$ cat config.mk
export PLATFORM = sky130hd
export DESIGN_NAME = updown_pos_counter
export DESIGN_NICKNAME = d
export VERILOG_FILES = /design/src/rtl/ud_pkg.sv /design/src/rtl/ud_debounce.sv /design/src/rtl/ud_decode.sv /design/src/rtl/ud_bound.sv /design/src/rtl/updown_pos_counter.sv
export SDC_FILE = /design/constraint.sdc
export NUM_CORES = 1
export LEC_CHECK = 0
export ABC_AREA = 1
export BUFFER_PORTS_ARGS = -buffer_cell sky130_fd_sc_hd__buf_2
export CAP_MARGIN = 15
export CORE_MARGIN = 2
export CORE_UTILIZATION = 40
export DETAILED_ROUTE_END_ITERATION = 10
export GPL_TIMING_DRIVEN = 0
export PLACE_DENSITY_LB_ADDON = 0.05
export SETUP_SLACK_MARGIN = 0.4
export SLEW_MARGIN = 40
export SYNTH_ARGS = -nofsm -noshare
export SYNTH_HDL_FRONTEND = slang
export SYNTH_SLANG_ARGS = --single-unit
$ cat constraint.sdc
create_clock -name clk -period 4.82 [get_ports clk]
set_input_delay 0.964 -clock clk [delete_from_list [all_inputs] [get_ports clk]]
set_output_delay 0.964 -clock clk [all_outputs]
set_load 0.03 [all_outputs]
$ cat src/rtl/ud_pkg.sv
package ud_pkg;

  typedef enum logic [1:0] {
    DEC_GRAY     = 2'd0,
    DEC_BINARY   = 2'd1,
    DEC_DIRPULSE = 2'd2,
    DEC_EDGES    = 2'd3
  } dec_mode_e;

  typedef enum logic [1:0] {
    BND_LIMIT = 2'd0,
    BND_WRAP  = 2'd1,
    BND_ZERO  = 2'd2,
    BND_RSVD  = 2'd3
  } bnd_mode_e;

  typedef struct packed {
    logic up;
    logic dn;
    logic err;
  } step_t;

  localparam int FLG_ERR = 0;
  localparam int FLG_ZM  = 1;
  localparam int FLG_UP  = 2;
  localparam int FLG_LO  = 3;
  localparam int NFLAGS  = 4;

  // Pair is {a,b}; forward order 00 -> 01 -> 11 -> 10 -> 00
  function automatic step_t gray_step(logic [1:0] p, logic [1:0] c);
    step_t s;
    logic [1:0] fwd;
    s = '0;
    unique case (p)
      2'b00:   fwd = 2'b01;
      2'b01:   fwd = 2'b11;
      2'b11:   fwd = 2'b10;
      default: fwd = 2'b00;
    endcase
    if (p != c) begin
      if (c == fwd)     s.up  = 1'b1;
      else if (&(p ^ c)) s.err = 1'b1;
      else              s.dn  = 1'b1;
    end
    return s;
  endfunction

  function automatic step_t binary_step(logic [1:0] p, logic [1:0] c);
    step_t s;
    logic [1:0] d;
    s = '0;
    d = c - p;
    s.up  = (d == 2'd1);
    s.dn  = (d == 2'd3);
    s.err = (d == 2'd2);
    return s;
  endfunction

  function automatic step_t dirpulse_step(logic [1:0] p, logic [1:0] c);
    step_t s;
    logic rise;
    s = '0;
    rise = c[1] & ~p[1];
    s.up = rise & c[0];
    s.dn = rise & ~c[0];
    return s;
  endfunction

  function automatic step_t edges_step(logic [1:0] p, logic [1:0] c);
    step_t s;
    logic ra, rb;
    s = '0;
    ra = c[1] & ~p[1];
    rb = c[0] & ~p[0];
    s.up = ra & ~rb;
    s.dn = rb & ~ra;
    return s;
  endfunction

endpackage

$ cat src/rtl/ud_debounce.sv
module ud_debounce #(
  parameter int EXP_W = 4
) (
  input  logic             clk,
  input  logic             rst_n,
  input  logic             raw,
  input  logic [EXP_W-1:0] exp_n,
  output logic             level
);
  localparam int RUN_W = 1 << EXP_W;

  logic [1:0]       sync;
  logic [RUN_W-1:0] run;
  logic [RUN_W-1:0] run_last;
  logic             at_last;

  assign run_last = (RUN_W'(1) << exp_n) - RUN_W'(1);
  assign at_last  = (run == run_last);

  always_ff @(posedge clk or negedge rst_n) begin
    if (!rst_n) begin
      sync  <= '0;
      run   <= '0;
      level <= 1'b0;
    end else begin
      sync <= {sync[0], raw};
      if (sync[1] == level) begin
        run <= '0;
      end else if (at_last) begin
        level <= sync[1];
        run   <= '0;
      end else begin
        run <= run + RUN_W'(1);
      end
    end
  end
endmodule

$ cat src/rtl/ud_decode.sv
module ud_decode
  import ud_pkg::*;
(
  input  logic       clk,
  input  logic       rst_n,
  input  logic [1:0] mode,
  input  logic [1:0] pair,
  output logic       ev_up,
  output logic       ev_dn,
  output logic       ev_err
);
  logic [1:0] prev;
  step_t      st;

  always_ff @(posedge clk or negedge rst_n) begin
    if (!rst_n) prev <= '0;
    else        prev <= pair;
  end

  always_comb begin
    unique case (dec_mode_e'(mode))
      DEC_GRAY:     st = gray_step(prev, pair);
      DEC_BINARY:   st = binary_step(prev, pair);
      DEC_DIRPULSE: st = dirpulse_step(prev, pair);
      default:      st = edges_step(prev, pair);
    endcase
  end

  assign ev_up  = st.up;
  assign ev_dn  = st.dn;
  assign ev_err = st.err;
endmodule

$ cat src/rtl/ud_bound.sv
module ud_bound
  import ud_pkg::*;
#(
  parameter int W = 32
) (
  input  logic signed [W-1:0] cur,
  input  logic                up,
  input  logic                dn,
  input  logic [1:0]          mode,
  input  logic signed [W-1:0] upper,
  input  logic signed [W-1:0] lower,
  output logic signed [W-1:0] nxt,
  output logic                hit_up,
  output logic                hit_lo
);
  logic signed [W-1:0] stepped;

  always_comb begin
    if (up)      stepped = cur + W'(1);
    else if (dn) stepped = cur - W'(1);
    else         stepped = cur;
    hit_up = up && (stepped > upper);
    hit_lo = dn && (stepped < lower);
    unique case (bnd_mode_e'(mode))
      BND_WRAP:
        nxt = hit_up ? lower : (hit_lo ? upper : stepped);
      BND_ZERO:
        nxt = (hit_up || hit_lo) ? '0 : stepped;
      default:
        nxt = stepped;
    endcase
  end
endmodule

$ cat src/rtl/updown_pos_counter.sv
module updown_pos_counter
  import ud_pkg::*;
#(
  parameter int CNT_W    = 32,
  parameter int DB_EXP_W = 4
) (
  input  logic                    clk,
  input  logic                    rst_n,
  input  logic                    in_a,
  input  logic                    in_b,
  input  logic                    in_z,
  input  logic [1:0]              cfg_dec,
  input  logic [DB_EXP_W-1:0]     cfg_db_exp,
  input  logic                    cfg_zm_clear,
  input  logic [1:0]              cfg_bnd,
  input  logic signed [CNT_W-1:0] cfg_upper,
  input  logic signed [CNT_W-1:0] cfg_lower,
  input  logic [NFLAGS-1:0]       flag_clr,
  output logic signed [CNT_W-1:0] count,
  output logic                    cnt_evt,
  output logic                    cnt_dir,
  output logic [NFLAGS-1:0]       flags,
  output logic                    irq
);
  localparam int NPINS = 3;

  logic [NPINS-1:0]    raw_vec;
  logic [NPINS-1:0]    deb_vec;
  logic                z_prev;
  logic                z_rise;
  logic                ev_up, ev_dn, ev_err;
  logic                hit_up, hit_lo;
  logic signed [CNT_W-1:0] nxt;
  logic [NFLAGS-1:0]   set_vec;

  assign raw_vec = {in_z, in_b, in_a};

  for (genvar g = 0; g < NPINS; g++) begin : g_deb
    ud_debounce #(.EXP_W(DB_EXP_W)) u_deb (
      .clk   (clk),
      .rst_n (rst_n),
      .raw   (raw_vec[g]),
      .exp_n (cfg_db_exp),
      .level (deb_vec[g])
    );
  end

  ud_decode u_dec (
    .clk    (clk),
    .rst_n  (rst_n),
    .mode   (cfg_dec),
    .pair   ({deb_vec[0], deb_vec[1]}),
    .ev_up  (ev_up),
    .ev_dn  (ev_dn),
    .ev_err (ev_err)
  );

  ud_bound #(.W(CNT_W)) u_bnd (
    .cur    (count),
    .up     (ev_up),
    .dn     (ev_dn),
    .mode   (cfg_bnd),
    .upper  (cfg_upper),
    .lower  (cfg_lower),
    .nxt    (nxt),
    .hit_up (hit_up),
    .hit_lo (hit_lo)
  );

  assign z_rise = deb_vec[2] & ~z_prev;

  always_comb begin
    set_vec          = '0;
    set_vec[FLG_ERR] = ev_err;
    set_vec[FLG_ZM]  = z_rise;
    set_vec[FLG_UP]  = hit_up;
    set_vec[FLG_LO]  = hit_lo;
  end

  always_ff @(posedge clk or negedge rst_n) begin
    if (!rst_n) begin
      count   <= '0;
      cnt_evt <= 1'b0;
      cnt_dir <= 1'b0;
      z_prev  <= 1'b0;
      flags   <= '0;
    end else begin
      z_prev  <= deb_vec[2];
      cnt_evt <= ev_up | ev_dn;
      if (ev_up | ev_dn) cnt_dir <= ev_up;
      if (z_rise && cfg_zm_clear) count <= '0;
      else                        count <= nxt;
      flags <= (flags & ~flag_clr) | set_vec;
    end
  end

  assign irq = |flags;
endmodule

## Word-level counts from Yosys, hierarchy flattened

Index checks and enable logic that the tools add are counted.

- Word-level logic and storage cells: 95
- Output and inout bits: 39
- Input bits: 82
- Bits in registers: 98

- $add $sub $neg: 7
- Reductions and logical operators: 11
- Bitwise gates (word level): 21
- Equal/unequal tests: 17
- Muxes and demuxes: 21
- Shift operators: 1
- Magnitude comparators: 2

Operators with widths:

| cell | number |
|---|---|
| $mux W32 | 6 |
| $mux W16 | 6 |
| $pmux W32 S2 | 1 |
| $add A16 B1 Y16 const B | 3 |
| $eq A16 B16 Y1 | 3 |
| $add A32 B2 Y32 const B | 1 |
| $gt A32 B32 Y1 | 1 |
| $lt A32 B32 Y1 | 1 |
| $sub A32 B2 Y32 const B | 1 |
| $shl A1 B4 Y16 const A | 1 |
| $sub A16 B2 Y16 const B | 1 |
| $eq A2 B2 Y1 const B | 5 |
| $not A1 Y1 | 9 |
| $pmux W3 S3 | 1 |
| $eq A2 B1 Y1 const B | 4 |
| $reduce_and A2 Y1 | 4 |
| $and A1 B1 Y1 | 7 |
| $pmux W2 S3 | 1 |
| $and A4 B4 Y4 | 1 |
| $logic_not A2 Y1 | 2 |
| $mux W2 | 2 |
| $not A4 Y4 | 1 |
| $or A4 B4 Y4 | 1 |
| $reduce_or A4 Y1 | 1 |
| other kinds (10) | 16 |

## Depth between registers and ports, before layout

Gate-level depths: netlist (run 1).

- Depth after elaboration: 15
- Depth in mapped cells: 34
- Depth with buffers taken out: 33

## Modules after synthesis

Synthesis (run 1) repeated with hierarchy kept, for this count alone.

- Cells, all modules: 1656
- Area total of the unflattened synthesis: 10344.9 sq um

Modules (own cells, without submodules):

| module | cells each | area an instance (sq um) | sequential area each (sq um) | instances |
|---|---|---|---|---|
| ud_bound | 789 | 4289.1 | 0.0 | 1 |
| ud_debounce (g_deb[0].u_deb ...) | 243 | 1530.2 | 475.5 | 2 |
| ud_debounce (g_deb[2].u_deb) | 213 | 1408.9 | 475.5 | 1 |
| updown_pos_counter | 121 | 1322.5 | 975.9 | 1 |
| ud_decode | 47 | 264.0 | 50.0 | 1 |

## Worst setup path after synthesis (run 1)

OpenSTA, ideal clock, no wires.

- Path kind: input-to-reg
- From: input cfg_dec[1]
- To: register count[13]
- Library setup time: 0.126 ns
- Path buffers: 2
- Stages: 28
- Data required time: 4.694 ns
- Data arrival time: 4.414 ns
- Path slack: 0.280 ns
- Cell sequence: nor2_1 -> nand2_1 -> nor2_1 -> nand2_1 -> nand3_1 -> nand2_2 -> inv_2 -> nand2_1 -> nor2_1 -> inv_1 -> o21ai_0 -> nand2_1 -> a21oi_1 -> xnor2_1 -> inv_1 -> ha_1 -> nand4_1 -> nor3_1 -> inv_1 -> nor4_1 -> nand2_1 -> a21o_1 -> nand4_1 -> clkbuf_1 -> buf_1 -> nand3_1 -> nand2_1 -> a21oi_2

- Word-level cells in the longest chain between the ends: 10
- Elaborated cells between the ends (all ways): 16
- Classes of those cells: order compare: 2; eq/ne: 2; mux: 8; reduce/logical: 4

RTL lines:

| element | line | text |
|---|---|---|
| from (decl) | updown_pos_counter.sv:12 | `input logic [1:0] cfg_dec,` |
| $eq A2 B2 Y1, or another cell as far along | ud_decode.sv:21 | `unique case (dec_mode_e'(mode))` |
| $pmux W3 S3 * | ud_decode.sv:21 |  |
| $mux W32 | ud_bound.sv:20 | `else if (dn) stepped = cur - W'(1);` |
| $mux W32 | ud_bound.sv:19 | `if (up) stepped = cur + W'(1);` |
| $lt A32 B32 Y1 or $gt A32 B32 Y1 (tied branches) | ud_bound.sv:23, ud_bound.sv:22 |  |
| $logic_and A1 B1 Y1 (on tied branches) | ud_bound.sv:23, ud_bound.sv:22 |  |
| $mux W32 or $logic_or A1 B1 Y1 (tied branches) | ud_bound.sv:26, ud_bound.sv:28 |  |
| $mux W32 (on tied branches) | ud_bound.sv:26, ud_bound.sv:28 |  |
| $pmux W32 S2 * | ud_bound.sv:24 | `unique case (bnd_mode_e'(mode))` |
| $mux W32 * | updown_pos_counter.sv:91 | `if (z_rise && cfg_zm_clear) count <= '0;` |
| to (signal assigned) | updown_pos_counter.sv:92 | `else count <= nxt;` |
| to (decl) | updown_pos_counter.sv:19 | `output logic signed [CNT_W-1:0] count,` |

Mark *: on every way between the ends. The rest lies on a longest branch, timed or not.
A chain may end at the register's enable or synchronous reset.

## Worst setup path after layout (run 1)

- From: input cfg_dec[1]
- To: register count[12]

Same word-level chain as after synthesis.

==> Flow_metrics.wiki, run 1 <==
{| class="wikitable"
! Metric !! Value
|-
| Status || completed
|-
| Initial Utilization || 40.4%
|-
| Share of the clock period used by the worst path || 92.4%
|-
| Category of the worst setup path capture point || register
|-
| Pin count of the biggest net entering global routing || 52
|-
| Die Span X || 158 um
|-
| Cell at the root of the clock tree || sky130_fd_sc_hd__clkbuf_16
|-
| Number of synthesized flops with an enable pin || 0
|-
| Fraction of synthesized cell area taken by the top area cell type || 26.0%
|-
| Dominant register cell in the synthesized netlist || sky130_fd_sc_hd__dfrtp_1
|-
| Vias after detailed routing || 10100
|-
| IR Drop Worst-Case VDD || ~190 uV
|-
| Row Count || 56
|-
| Simple-Gate Fraction of Synth Area || about 30%
|-
| Setup clock skew after layout || 0.00782 ns
|-
| Initial drt markers || 753
|-
| Skew-Pair Late Insertion Delay || 0.36 ns
|-
| Register-to-register setup slack || slightly below 0.4 ns
|-
| Synth Area in Compound Gates || 13.1%
|-
| Slack of the critical path || 0.366 ns
|-
| Count of buffers inserted at the top-level ports || between 100 and 150
|-
| Sinks on the clock net || 98
|-
| Post-DP HPWL || 23300 um
|-
| Count of distinct cell types in the synthesized netlist || 51
|-
| Ratio of total power to cell area || 271 nW/um^2
|-
| Cell type with the largest total area after synthesis || sky130_fd_sc_hd__dfrtp_1
|-
| Proportion of power drawn by combinational gates || 47.7%
|-
| Crit path required time || 5.11 ns
|-
| Number of fill cells in the layout || 2364
|-
| Total core area || 23300 um^2
|-
| Dominant combinational cell family by area after synthesis || simple AND/OR/NAND/NOR gates
|-
| Wire length per cell || 16.3 um
|-
| Post-synthesis cell count || 1413
|-
| DRT Pass-1 Iters || 5
|-
| Share of final-layout standard cells stronger than drive strength 1 || around a quarter
|-
| Maximum frequency from static timing analysis || 225 MHz
|-
| Data arrival time of the worst path || 4.74 ns
|-
| Pleak || 6.19 nW
|-
| Mean instance size in the synthesized netlist || 6.67 um^2
|-
| Worst setup timing slack at the placement stage || -1.18 ns
|-
| Most instantiated library cell after synthesis || sky130_fd_sc_hd__inv_1
|-
| Post-placement cell count || 1853
|-
| Summed negative setup slack over all endpoints || 0 ns
|-
| Register bit count reported by yosys || 98
|-
| Synth Area in XOR/XNOR || approximately 7.9%
|-
| Routed wire length || approximately 32000 um
|-
| Adder and majority gate portion of the synthesized area || 9.82%
|-
| Power, Total || 0.00338 W
|-
| # H-tree levels || 3
|-
| Clock input transition at the sequential cells of the worst setup and hold paths || about 0.07 ns
|-
| Total grt overflow || 0
|-
| Hold Path Origin || g_deb[0].u_deb.sync[0]
|-
| Cell type of the slowest stage on the worst timing path || sky130_fd_sc_hd__ha_4
|-
| Transition time at the pin with the least slew margin || roughly 0.66 ns
|-
| Final count of negative-setup-slack endpoints || 0
|-
| Power share of the clock group || 22.3%
|-
| Synth async-reset ratio || 100%
|-
| Slowest Stage Delay on Critical Path || 0.28 ns
|-
| Crit path buf inv count || 9
|-
| Hold Path Class || register to register
|-
| NumNets Final || ~1800
|-
| Synthesized cell area || 9430 um^2
|-
| Post-detailed-route DRC marker count || 0
|-
| Final slew viol count || 0
|-
| Net switching share of the total power || 43.5%
|-
| Launching element type of the critical path || primary input
|-
| Initial antenna violation count || 0
|-
| Seq/Total Area, Yosys || between 20% and 30%
|-
| Clock Path Buffers || 2
|-
| Area Growth Syn to Fin || 32.3%
|-
| Dominant delay contributor by cell family on the critical path || simple AND/OR/NAND/NOR gates
|-
| Final Hold Violating Endpoints || 0
|-
| Post-synthesis net count || 1569
|-
| Count of pins on the block boundary || roughly 120
|-
| Critical R2R Launch || u_dec.prev[1]
|-
| Min Clock Period, post-route || 4.45 ns
|-
| Internal power consumption || ~0.0019 W
|-
| Critical path launch point || cfg_dec[1]
|-
| Number of antenna cells inserted || 0
|-
| Gr usage total || 24.7%
|-
| CTS Buf Count || 9
|-
| Number of warnings issued by yosys || 0
|-
| Unrepaired setup endpoints after global routing || true
|-
| Max-Slew Margin vs Limit || around 55%
|-
| Sw power || between 0.001 and 0.0015 W
|-
| Detail Route Antenna Nets || 0
|-
| Sequential fraction of design power || 30.0%
|-
| Cell types with the largest area share after synthesis || sky130_fd_sc_hd__dfrtp_1 (26%), sky130_fd_sc_hd__inv_1 (11%), sky130_fd_sc_hd__nand2_1 (10%)
|-
| Smallest hold slack || 0.349 ns
|-
| TritonCTS clock tree || done
|-
| Via count of the first global-routing pass || 9124
|-
| Class of the most critical setup path || primary input to register
|-
| Count of maximum capacitance violations || 0
|-
| Post-synthesis mux area share || 0.119%
|-
| Final cell count without fillers || 1940
|-
| Die Footprint || between 20000 and 25000 um^2
|-
| Crit path max fanout || 5
|-
| Die height || 158 um
|-
| Drt via density || 5.19
|-
| Commonest cells in the netlist || sky130_fd_sc_hd__inv_1 (264), sky130_fd_sc_hd__nand2_1 (254), sky130_fd_sc_hd__nor2_1 (131), sky130_fd_sc_hd__o21ai_0 (101), sky130_fd_sc_hd__dfrtp_1 (98)
|-
| Placer Congestion || 0.871
|-
| Wire length of the first global-routing pass || 48100 um
|}
==> final cells by class <==
cell class	count	area, um^2	area share, %
multi-input cells	997	6600	52.9
well taps	319	399	3.20
plain buffers	50	399	3.20
flip-flops and latches	98	2460	19.7
clock buffers	13	250	2.01
clock inverters	3	46.3	0.371
inverters	270	1030	8.22
repair buffers	190	1300	10.4
==> per-layer routing <==
metal / wire [um] / GRT usage [%] / vias to the layer above
met1: 15100 / 36.0 / 4745
met2: 14300 / 39.0 / 276
li1: - / - / 5014
met3: 1820 / 3.00 / 26
met5: 0 / 0 / -
met4: 407 / 5.15 / 0
==> worst reg2reg max path: cells and delay by family, from the launching register on <==
| kind | cells | cell delay (ns) |
|---|---|---|
| flip-flops | 1 | 0.35 |
| buffers and inverters | 10 | 1.04 |
| AND/OR/NAND/NOR | 15 | 1.62 |
| AO/OA/AOI/OAI | 5 | 0.63 |
| XOR/XNOR | 1 | 0.15 |
| adder cells (fa/ha/maj) | 2 | 0.57 |
==> per-stage QoR <==
stage | area, um^2 | utilization [%]
CTS | 11500 | 49.2
global placement | 10400 | 44.7
finish | 12500 | 53.5
detailed placement | 10500 | 44.9
floorplan | 9440 | -
global route | 12500 | 53.5
==> final timing paths <==
check,to,cells after the start
setup / recovery,count[12],31
max in group asynchronous,count[9],2
min in group asynchronous,g_deb[2].u_deb.run[9],1
hold / removal,g_deb[0].u_deb.sync[1],0
setup reg to reg,count[12],33
hold reg to reg,g_deb[0].u_deb.sync[1],0
==> layout by cell type (no fill, tap or decap), types with 29 or more instances in the layout <==
cell type / instances
sky130_fd_sc_hd__ha_1: 63
sky130_fd_sc_hd__buf_2: 123
sky130_fd_sc_hd__buf_4: 55
sky130_fd_sc_hd__dfrtp_1: 93
sky130_fd_sc_hd__nand4_1: 55
sky130_fd_sc_hd__inv_1: 242
sky130_fd_sc_hd__nand2_1: 222
sky130_fd_sc_hd__nor3_1: 31
sky130_fd_sc_hd__nand3_1: 82
sky130_fd_sc_hd__o21ai_0: 63
sky130_fd_sc_hd__nand2_2: 29
sky130_fd_sc_hd__a21oi_1: 45
sky130_fd_sc_hd__nor2_1: 124
sky130_fd_sc_hd__xor2_1: 61
==> sequential cells by signal, indices dropped and copies added, names as in the netlist <==
register,cells
count,32
cnt_dir,1
z_prev,1
flags,4
g_deb.u_deb.run,48
cnt_evt,1
g_deb.u_deb.level,3
g_deb.u_deb.sync,6
u_dec.prev,2
==> power by group through the flow <==
stage	Combinational, W	Sequential, W	Clock [W]
2_1_floorplan	0.000790	0.00110	0
4_1_cts	0.00138	0.00101	0.000780
3_5_place_dp	0.00127	0.00103	0
3_3_place_gp	0.00126	0.00103	0
6_report	0.00161	0.00101	0.000756
5_1_grt	0.00179	0.00102	0.000809
==> repair_timing <==
| item | in CTS | in global routing |
|---|---|---|
| gates resized for setup | 134 | 180 |
| pin swaps | 57 | 58 |
| hold buffers | 0 | 0 |
| endpoints found under the setup margin | 34 | 34 |
| buffers inserted | 28 | 30 |
| cloned | 6 | 7 |
==> kinds of logic (layout without fill, tap and decap cells) <==
kind of cell	count (synthesis)	after routing
multiplexers	1	1
AO/OA/AOI/OAI	216	216
adder cells (fa/ha/maj)	74	74
flip-flops	98	98
XOR/XNOR	84	84
AND/OR/NAND/NOR	620	622
buffers and inverters	320	526
(Power assumes the default switching activity.)
==> run 2, diff against run 1 <==
--- a/config.mk
+++ b/config.mk
@@ -8,6 +8,7 @@
 export ABC_AREA = 1
 export BUFFER_PORTS_ARGS = -buffer_cell sky130_fd_sc_hd__buf_2
 export CAP_MARGIN = 15
+export CORE_ASPECT_RATIO = 0.9
 export CORE_MARGIN = 2
 export CORE_UTILIZATION = 40
 export DETAILED_ROUTE_END_ITERATION = 10
==> run 2 against run 1 <==
  * Sequential share of layout area is 0.075 points lower
  * First-iteration DRC count grew 12%
  * Setup slack got worse by 0.029 ns
  * Clock skew up 0.0037 ns
  * Sequential cell count unchanged
  * Global-route usage decreased by 0.17 points
==> Flow_metrics.wiki, run 2 (synthesis results as in run 1) <==
{| class="wikitable"
! Metric !! Value
|-
| Status || completed
|-
| Area Growth Syn to Fin || 32.8%
|-
| Number of antenna cells inserted || 0 (unchanged)
|-
| NumNets Final || 1778 (+0.34%)
|-
| Launching element type of the critical path || primary input
|-
| Crit path required time || 5.10 ns (about the same)
|-
| Ratio of total power to cell area || 270 nW/um^2 (-0.55%)
|-
| Slack of the critical path || 0.337 ns (-0.0290 ns)
|-
| Skew-Pair Late Insertion Delay || 0.36 ns (about the same)
|-
| Final slew viol count || 0 (unchanged)
|-
| Post-DP HPWL || 23700 um (+1.7%)
|-
| Cell type of the slowest stage on the worst timing path || sky130_fd_sc_hd__ha_4
|-
| Pleak || 6.24 nW (+0.88%)
|-
| Transition time at the pin with the least slew margin || 0.780 ns (+0.118 ns)
|-
| Slowest Stage Delay on Critical Path || 0.27 ns (about the same)
|-
| TritonCTS clock tree || done
|-
| Post-placement cell count || 1836 (-0.92%)
|-
| Worst setup timing slack at the placement stage || -1.31 ns (-0.133 ns)
|-
| Detail Route Antenna Nets || 0 (unchanged)
|-
| Gr usage total || 24.5% (-0.17 points)
|-
| Initial drt markers || 845 (+12%)
|-
| Category of the worst setup path capture point || register
|-
| Final count of negative-setup-slack endpoints || 0 (unchanged)
|-
| Count of pins on the block boundary || 121 (unchanged)
|-
| Total grt overflow || 0 (unchanged)
|-
| Via count of the first global-routing pass || 9058 (-0.72%)
|-
| Cell at the root of the clock tree || sky130_fd_sc_hd__clkbuf_16
|-
| Count of maximum capacitance violations || 0 (unchanged)
|-
| Critical R2R Launch || g_deb[0].u_deb.level
|-
| Hold Path Class || register to register
|-
| Post-placement cell area || 10500 um^2 (-0.20%)
|-
| Maximum frequency from static timing analysis || 223 MHz (-0.65%)
|-
| Die Footprint || 24800 um^2 (about the same)
|-
| Cell area after layout || 12500 um^2 (+0.38%)
|-
| Total core area || 23300 um^2 (-0.24%)
|-
| Initial antenna violation count || 0 (unchanged)
|-
| Min Clock Period, post-route || 4.48 ns (+0.0290 ns)
|-
| CTS Buf Count || 9 (unchanged)
|-
| CTS Hold Bufs || 0 (unchanged)
|-
| IR Drop Worst-Case VDD || 191 uV (+2.9%)
|-
| Crit path max fanout || 7 (+2)
|-
| DRT Pass-1 Iters || 7 (+2)
|-
| Share of the clock period used by the worst path || 93.0% (+0.60 points)
|-
| Share of final-layout standard cells stronger than drive strength 1 || 27.0% (+0.27 points)
|-
| Vias after detailed routing || 10100 (+0.60%)
|-
| Wire length per cell || 16.6 um (+2.1%)
|-
| Unrepaired setup endpoints after global routing || true
|-
| Class of the most critical setup path || primary input to register
|-
| Data arrival time of the worst path || 4.76 ns (+0.02 ns)
|-
| Final Hold Violating Endpoints || 0 (unchanged)
|-
| Leading cell type in the layout, fill and taps excluded || sky130_fd_sc_hd__inv_1
|-
| Max-Slew Margin vs Limit || 47.4% (-8.0 points)
|-
| Routed wire length || 32000 um (+1.5%)
|-
| Wire length of the first global-routing pass || 48800 um (+1.5%)
|-
| Pin count of the biggest net entering global routing || 63 (+21%)
|-
| Clock input transition at the sequential cells of the worst setup and hold paths || 0.08 ns (about the same)
|-
| Post-detailed-route DRC marker count || 0 (unchanged)
|-
| Sinks on the clock net || 98 (unchanged)
|-
| Largest register by flop count || g_deb.u_deb.run
|-
| # H-tree levels || 3 (unchanged)
|-
| Final cell count without fillers || 1929 (-0.57%)
|-
| Die Span X || 166 um (+5.3%)
|-
| Registers with the highest flip-flop counts || g_deb.u_deb.run (48), count (32), g_deb.u_deb.sync (6)
|-
| Clock Path Buffers || 2 (unchanged)
|-
| Row Count || 53 (-5.4%)
|-
| Initial Utilization || 40.5% (+0.098 points)
|-
| Commonest cells after routing, fill and taps aside || sky130_fd_sc_hd__inv_1 (236), sky130_fd_sc_hd__nand2_1 (225), sky130_fd_sc_hd__nor2_1 (126)
|-
| Hold Path Origin || g_deb[1].u_deb.sync[0]
|-
| Critical path launch point || cfg_dec[1]
|-
| Placer Congestion || 0.859 (-1.3%)
|-
| Setup clock skew after layout || 0.0115 ns (+0.00370 ns)
|-
| Die height || 150 um (-5.0%)
|-
| Drt via density || 5.25 (+1.2%)
|-
| Largest register FFs || 48 (unchanged)
|-
| Count of buffers inserted at the top-level ports || 120 (unchanged)
|}
-- run 2: path summary, 6_finish.rpt --
check,end,slack [ns],cells after the start
worst max-delay path,count[2],0.34,33
worst min-delay path,g_deb[1].u_deb.sync[1],0.35,0
worst max register to register,count[2],0.37,34
worst min register to register,g_deb[1].u_deb.sync[1],0.35,0
max in group asynchronous,count[2],3.70,2
min in group asynchronous,flags[1],0.47,1
-- run 2: where the power goes --
part / internal [W] / total [W] / switching, W
logic: 0.000606 / 0.00162 / 0.00102
registers: 0.000890 / 0.00101 / 0.000117
clock network: 0.000377 / 0.000747 / 0.000369
-- run 2: layout make-up --
class | count | area [um^2]
Fill cell | 2342 | 10800
Multi-Input combinational cell | 996 | 6550
Sequential cell | 98 | 2460
Timing Repair Buffer | 197 | 1420
Inverter | 270 | 1030
Buffer | 50 | 392
Tap cell | 302 | 378
Clock buffer | 10 | 239
Clock inverter | 6 | 56.3
-- run 2: what timing repair did --
action | in CTS | in global routing
gates resized for setup | 114 | 196
pin swaps | 38 | 71
setup buffers | 27 | 38
cloned | 3 | 9
setup endpoints to repair | 34 | 34
-- run 2: layer usage --
| metal | up-vias | track usage, % | routed length, um |
|---|---|---|---|
| met5 | - | 0 | 0 |
| met4 | 0 | 3.57 | 246 |
| met3 | 21 | 3.73 | 1760 |
| met2 | 300 | 36.8 | 13800 |
| met1 | 4773 | 37.6 | 16200 |
| li1 | 5027 | - | - |
-- run 2: worst max-delay path, delay by kind of cell --
family | cells | cell delay (ns)
buffers and inverters | 11 | 1.14
XOR/XNOR | 1 | 0.16
adder cells (fa/ha/maj) | 1 | 0.27
AND/OR/NAND/NOR | 17 | 1.83
AO/OA/AOI/OAI | 3 | 0.38
-- run 2: per-stage QoR --
step	power (W)	utilization [%]	setup TNS [ns]	hold WS (ns)
5_1_grt	0.00361	53.8	0	0.372
4_1_cts	0.00314	48.8	0	0.349
3_5_place_dp	0.00230	44.9	-40.87	0.335
2_1_floorplan	0.00189	-	0	0.331
6_report	0.00338	53.8	0	0.348
3_3_place_gp	0.00229	44.8	-44.00	0.334
==> run 3, diff against run 2 <==
==> constraint.sdc (replaced) <==
create_clock -name clk -period 3.6 [get_ports clk]
set_input_delay 0.72 -clock clk [delete_from_list [all_inputs] [get_ports clk]]
set_output_delay 0.72 -clock clk [all_outputs]
set_load 0.03 [all_outputs]
==> run 3 against run 2 <==
  * Largest power group unchanged
  * Die area is the same
  * The run now ends with setup timing left
  * Largest cell class unchanged
  * Worst hold slack lost 0.13 ns
  * Power grew 39%
  * Critical endpoint is now count[28]
  * Clock-buffer cell count unchanged
==> Flow_metrics.wiki, run 3 (synthesis results as in run 1) <==
{| class="wikitable"
! Metric !! Value
|-
| Status || complete, but fails checks
|-
| Violations in the final reports || setup timing
|-
| Post-detailed-route DRC marker count || 0 (unchanged)
|-
| Die height || 150 um (unchanged)
|-
| IR Drop Worst-Case VDD || 271 uV (+42%)
|-
| Unrepaired setup endpoints after global routing || true
|-
| Cell area after layout || 12800 um^2 (+2.6%)
|-
| Sw power || 0.00209 W (+39%)
|-
| Hold Path Class || primary input to asynchronous set/reset pin
|-
| Count of cells along the worst register-to-register path || 30 (-12%)
|-
| Share of the clock period used by the worst path || 122%
|-
| Count of maximum capacitance violations || 0 (unchanged)
|-
| Pin count of the biggest net entering global routing || 67 (+6.3%)
|-
| Cell type of the slowest stage on the worst timing path || sky130_fd_sc_hd__dfrtp_2
|-
| Crit path max fanout || 7 (unchanged)
|-
| Largest register by flop count || g_deb.u_deb.run
|-
| Skew-Pair Late Insertion Delay || 0.37 ns (about the same)
|-
| Proportion of power drawn by combinational gates || 49.1% (+1.0 points)
|-
| Transition time at the pin with the least slew margin || 0.777 ns (-0.00325 ns)
|-
| Launching element type of the critical path || register
|-
| Class of the most critical setup path || register to register
|-
| Slack of the critical path || -0.797 ns (-1.13 ns)
|-
| Vias after detailed routing || 10200 (+1.1%)
|-
| Max-Slew Margin vs Limit || 48.2% (+0.77 points)
|-
| Post-placement cell area || 10700 um^2 (+2.4%)
|-
| Die Footprint || 24800 um^2 (unchanged)
|-
| TritonCTS clock tree || done
|-
| Net switching share of the total power || 44.5% (about the same)
|-
| Initial antenna violation count || 0 (unchanged)
|-
| Via count of the first global-routing pass || 9419 (+4.0%)
|-
| Drt via density || 5.32 (+1.4%)
|-
| Final slew viol count || 0 (unchanged)
|-
| Total grt overflow || 0 (unchanged)
|-
| Gr usage total || 25.4% (+0.89 points)
|-
| Ratio of total power to cell area || 366 nW/um^2 (+36%)
|-
| CTS Hold Bufs || 0 (unchanged)
|-
| Share of final-layout standard cells stronger than drive strength 1 || 31.0% (+4.0 points)
|-
| Number of antenna cells inserted || 0 (unchanged)
|-
| Initial Utilization || 40.5% (unchanged)
|-
| Largest register FFs || 48 (unchanged)
|-
| Total core area || 23300 um^2 (unchanged)
|-
| Initial drt markers || 857 (+1.4%)
|-
| Category of the worst setup path capture point || register
|-
| Registers with the highest flip-flop counts || g_deb.u_deb.run (48), count (32), g_deb.u_deb.sync (6)
|-
| Detail Route Antenna Nets || 0 (unchanged)
|-
| Wire length per cell || 17.0 um (+2.6%)
|-
| Final count of negative-setup-slack endpoints || 34 (+34)
|-
| Area Growth Syn to Fin || 36.2%
|-
| DRT Pass-1 Iters || 6 (-1)
|-
| Count of buffers inserted at the top-level ports || 120 (unchanged)
|-
| NumNets Final || 1772 (-0.34%)
|-
| Internal power consumption || 0.00261 W (+39%)
|-
| Post-placement cell count || 1836 (unchanged)
|-
| Setup clock skew after layout || 0.0175 ns (+0.00598 ns)
|-
| Post-DP HPWL || 23900 um (+1.1%)
|-
| Data arrival time of the worst path || 4.67 ns (-0.09 ns)
|-
| Pleak || 6.31 nW (+1.1%)
|-
| Clock input transition at the sequential cells of the worst setup and hold paths || 0.07 ns (about the same)
|-
| Min Clock Period, post-route || 4.40 ns
|-
| Clock Path Buffers || 2 (unchanged)
|-
| CTS Buf Count || 9 (unchanged)
|-
| Slowest Stage Delay on Critical Path || 0.44 ns (+0.17 ns)
|-
| # H-tree levels || 3 (unchanged)
|-
| Commonest cells after routing, fill and taps aside || sky130_fd_sc_hd__inv_1 (237), sky130_fd_sc_hd__nand2_1 (199), sky130_fd_sc_hd__nor2_1 (124)
|-
| Placer Congestion || 0.891 (+3.7%)
|-
| Count of pins on the block boundary || 121 (unchanged)
|-
| Crit path required time || 3.88 ns (-1.22 ns)
|-
| Maximum frequency from static timing analysis || 227 MHz
|-
| Most common cell type on the critical path || sky130_fd_sc_hd__inv_2
|-
| Final Hold Violating Endpoints || 0 (unchanged)
|-
| Leading cell type in the layout, fill and taps excluded || sky130_fd_sc_hd__inv_1
|-
| Routed wire length || 32800 um (+2.3%)
|-
| Sequential fraction of design power || 28.8% (-1.0 points)
|-
| Row Count || 53 (unchanged)
|-
| Critical path launch point || g_deb[0].u_deb.level
|-
| Die Span X || 166 um (unchanged)
|-
| Cell at the root of the clock tree || sky130_fd_sc_hd__clkbuf_16
|-
| Sinks on the clock net || 98 (unchanged)
|-
| Wire length of the first global-routing pass || 50200 um (+2.9%)
|-
| Final cell count without fillers || 1923 (-0.31%)
|-
| Critical R2R Launch || g_deb[0].u_deb.level
|-
| Power share of the clock group || 22.1% (about the same)
|}
==> run 3: final timing paths <==
| path | slack [ns] | to |
|---|---|---|
| min in group clk | 0.35 | g_deb[2].u_deb.sync[1] |
| max in group asynchronous | 2.75 | count[2] |
| setup / recovery | -0.80 | count[28] |
| hold / removal | 0.22 | g_deb[0].u_deb.run[11] |
| hold reg to reg | 0.35 | g_deb[2].u_deb.sync[1] |
| setup reg to reg | -0.80 | count[28] |
==> run 3: layout make-up <==
class / count / area [um^2]
Sequential cell: 98 / 2460
Multi-Input combinational cell: 996 / 6890
Fill cell: 2326 / 10400
Timing Repair Buffer: 191 / 1330
Clock buffer: 10 / 229
Buffer: 50 / 442
Inverter: 270 / 1040
Tap cell: 302 / 378
Clock inverter: 6 / 72.6
==> run 3: worst max-delay path: cells and delay by family, from the launching register on <==
family / cells / cell delay, ns
AOI/OAI and AO/OA: 3 / 0.33
xor gates and xnor gates: 1 / 0.19
adders and majority gates: 2 / 0.60
buffers and inverters: 11 / 1.21
DFF: 1 / 0.44
and+or+nand+nor: 13 / 1.55
==> run 3: repair_timing <==
| item | CTS | global route |
|---|---|---|
| setup buffers | 28 | 32 |
| pin swaps | 34 | 100 |
| setup endpoints to repair | 82 | 71 |
| gates resized for setup | 89 | 234 |
| cloned | 7 | 4 |
==> run 3: routing by layer <==
layer	GRT usage, %	vias up	wire (um)
met5	0	-	0
li1	-	5008	-
met3	5.34	42	2180
met4	5.74	0	514
met1	37.6	4848	15900
met2	37.8	330	14200
==> run 3: power by group through the flow <==
| stage | Clock (W) | Combinational (W) | Sequential (W) |
|---|---|---|---|
| floorplan | 0 | 0.00109 | 0.00148 |
| global placement | 0 | 0.00174 | 0.00137 |
| detailed placement | 0 | 0.00177 | 0.00137 |
| CTS | 0.00106 | 0.00191 | 0.00135 |
| global route | 0.00111 | 0.00253 | 0.00137 |
| finish | 0.00104 | 0.00231 | 0.00135 |
==> run 3: per-stage QoR <==
stage | setup TNS [ns] | utilization, % | setup slack, ns | hold WS [ns] | total power, W
after floorplan | -6.85 | - | -0.244 | 0.331 | 0.00257
after global placement | -63.39 | 45.8 | -1.64 | 0.335 | 0.00312
after detailed placement | -64.30 | 46.0 | -1.64 | 0.335 | 0.00314
after CTS | -29.05 | 49.9 | -0.899 | 0.216 | 0.00433
after global routing | -33.13 | 55.2 | -1.02 | 0.217 | 0.00501
final | -25.27 | 55.2 | -0.797 | 0.216 | 0.00470
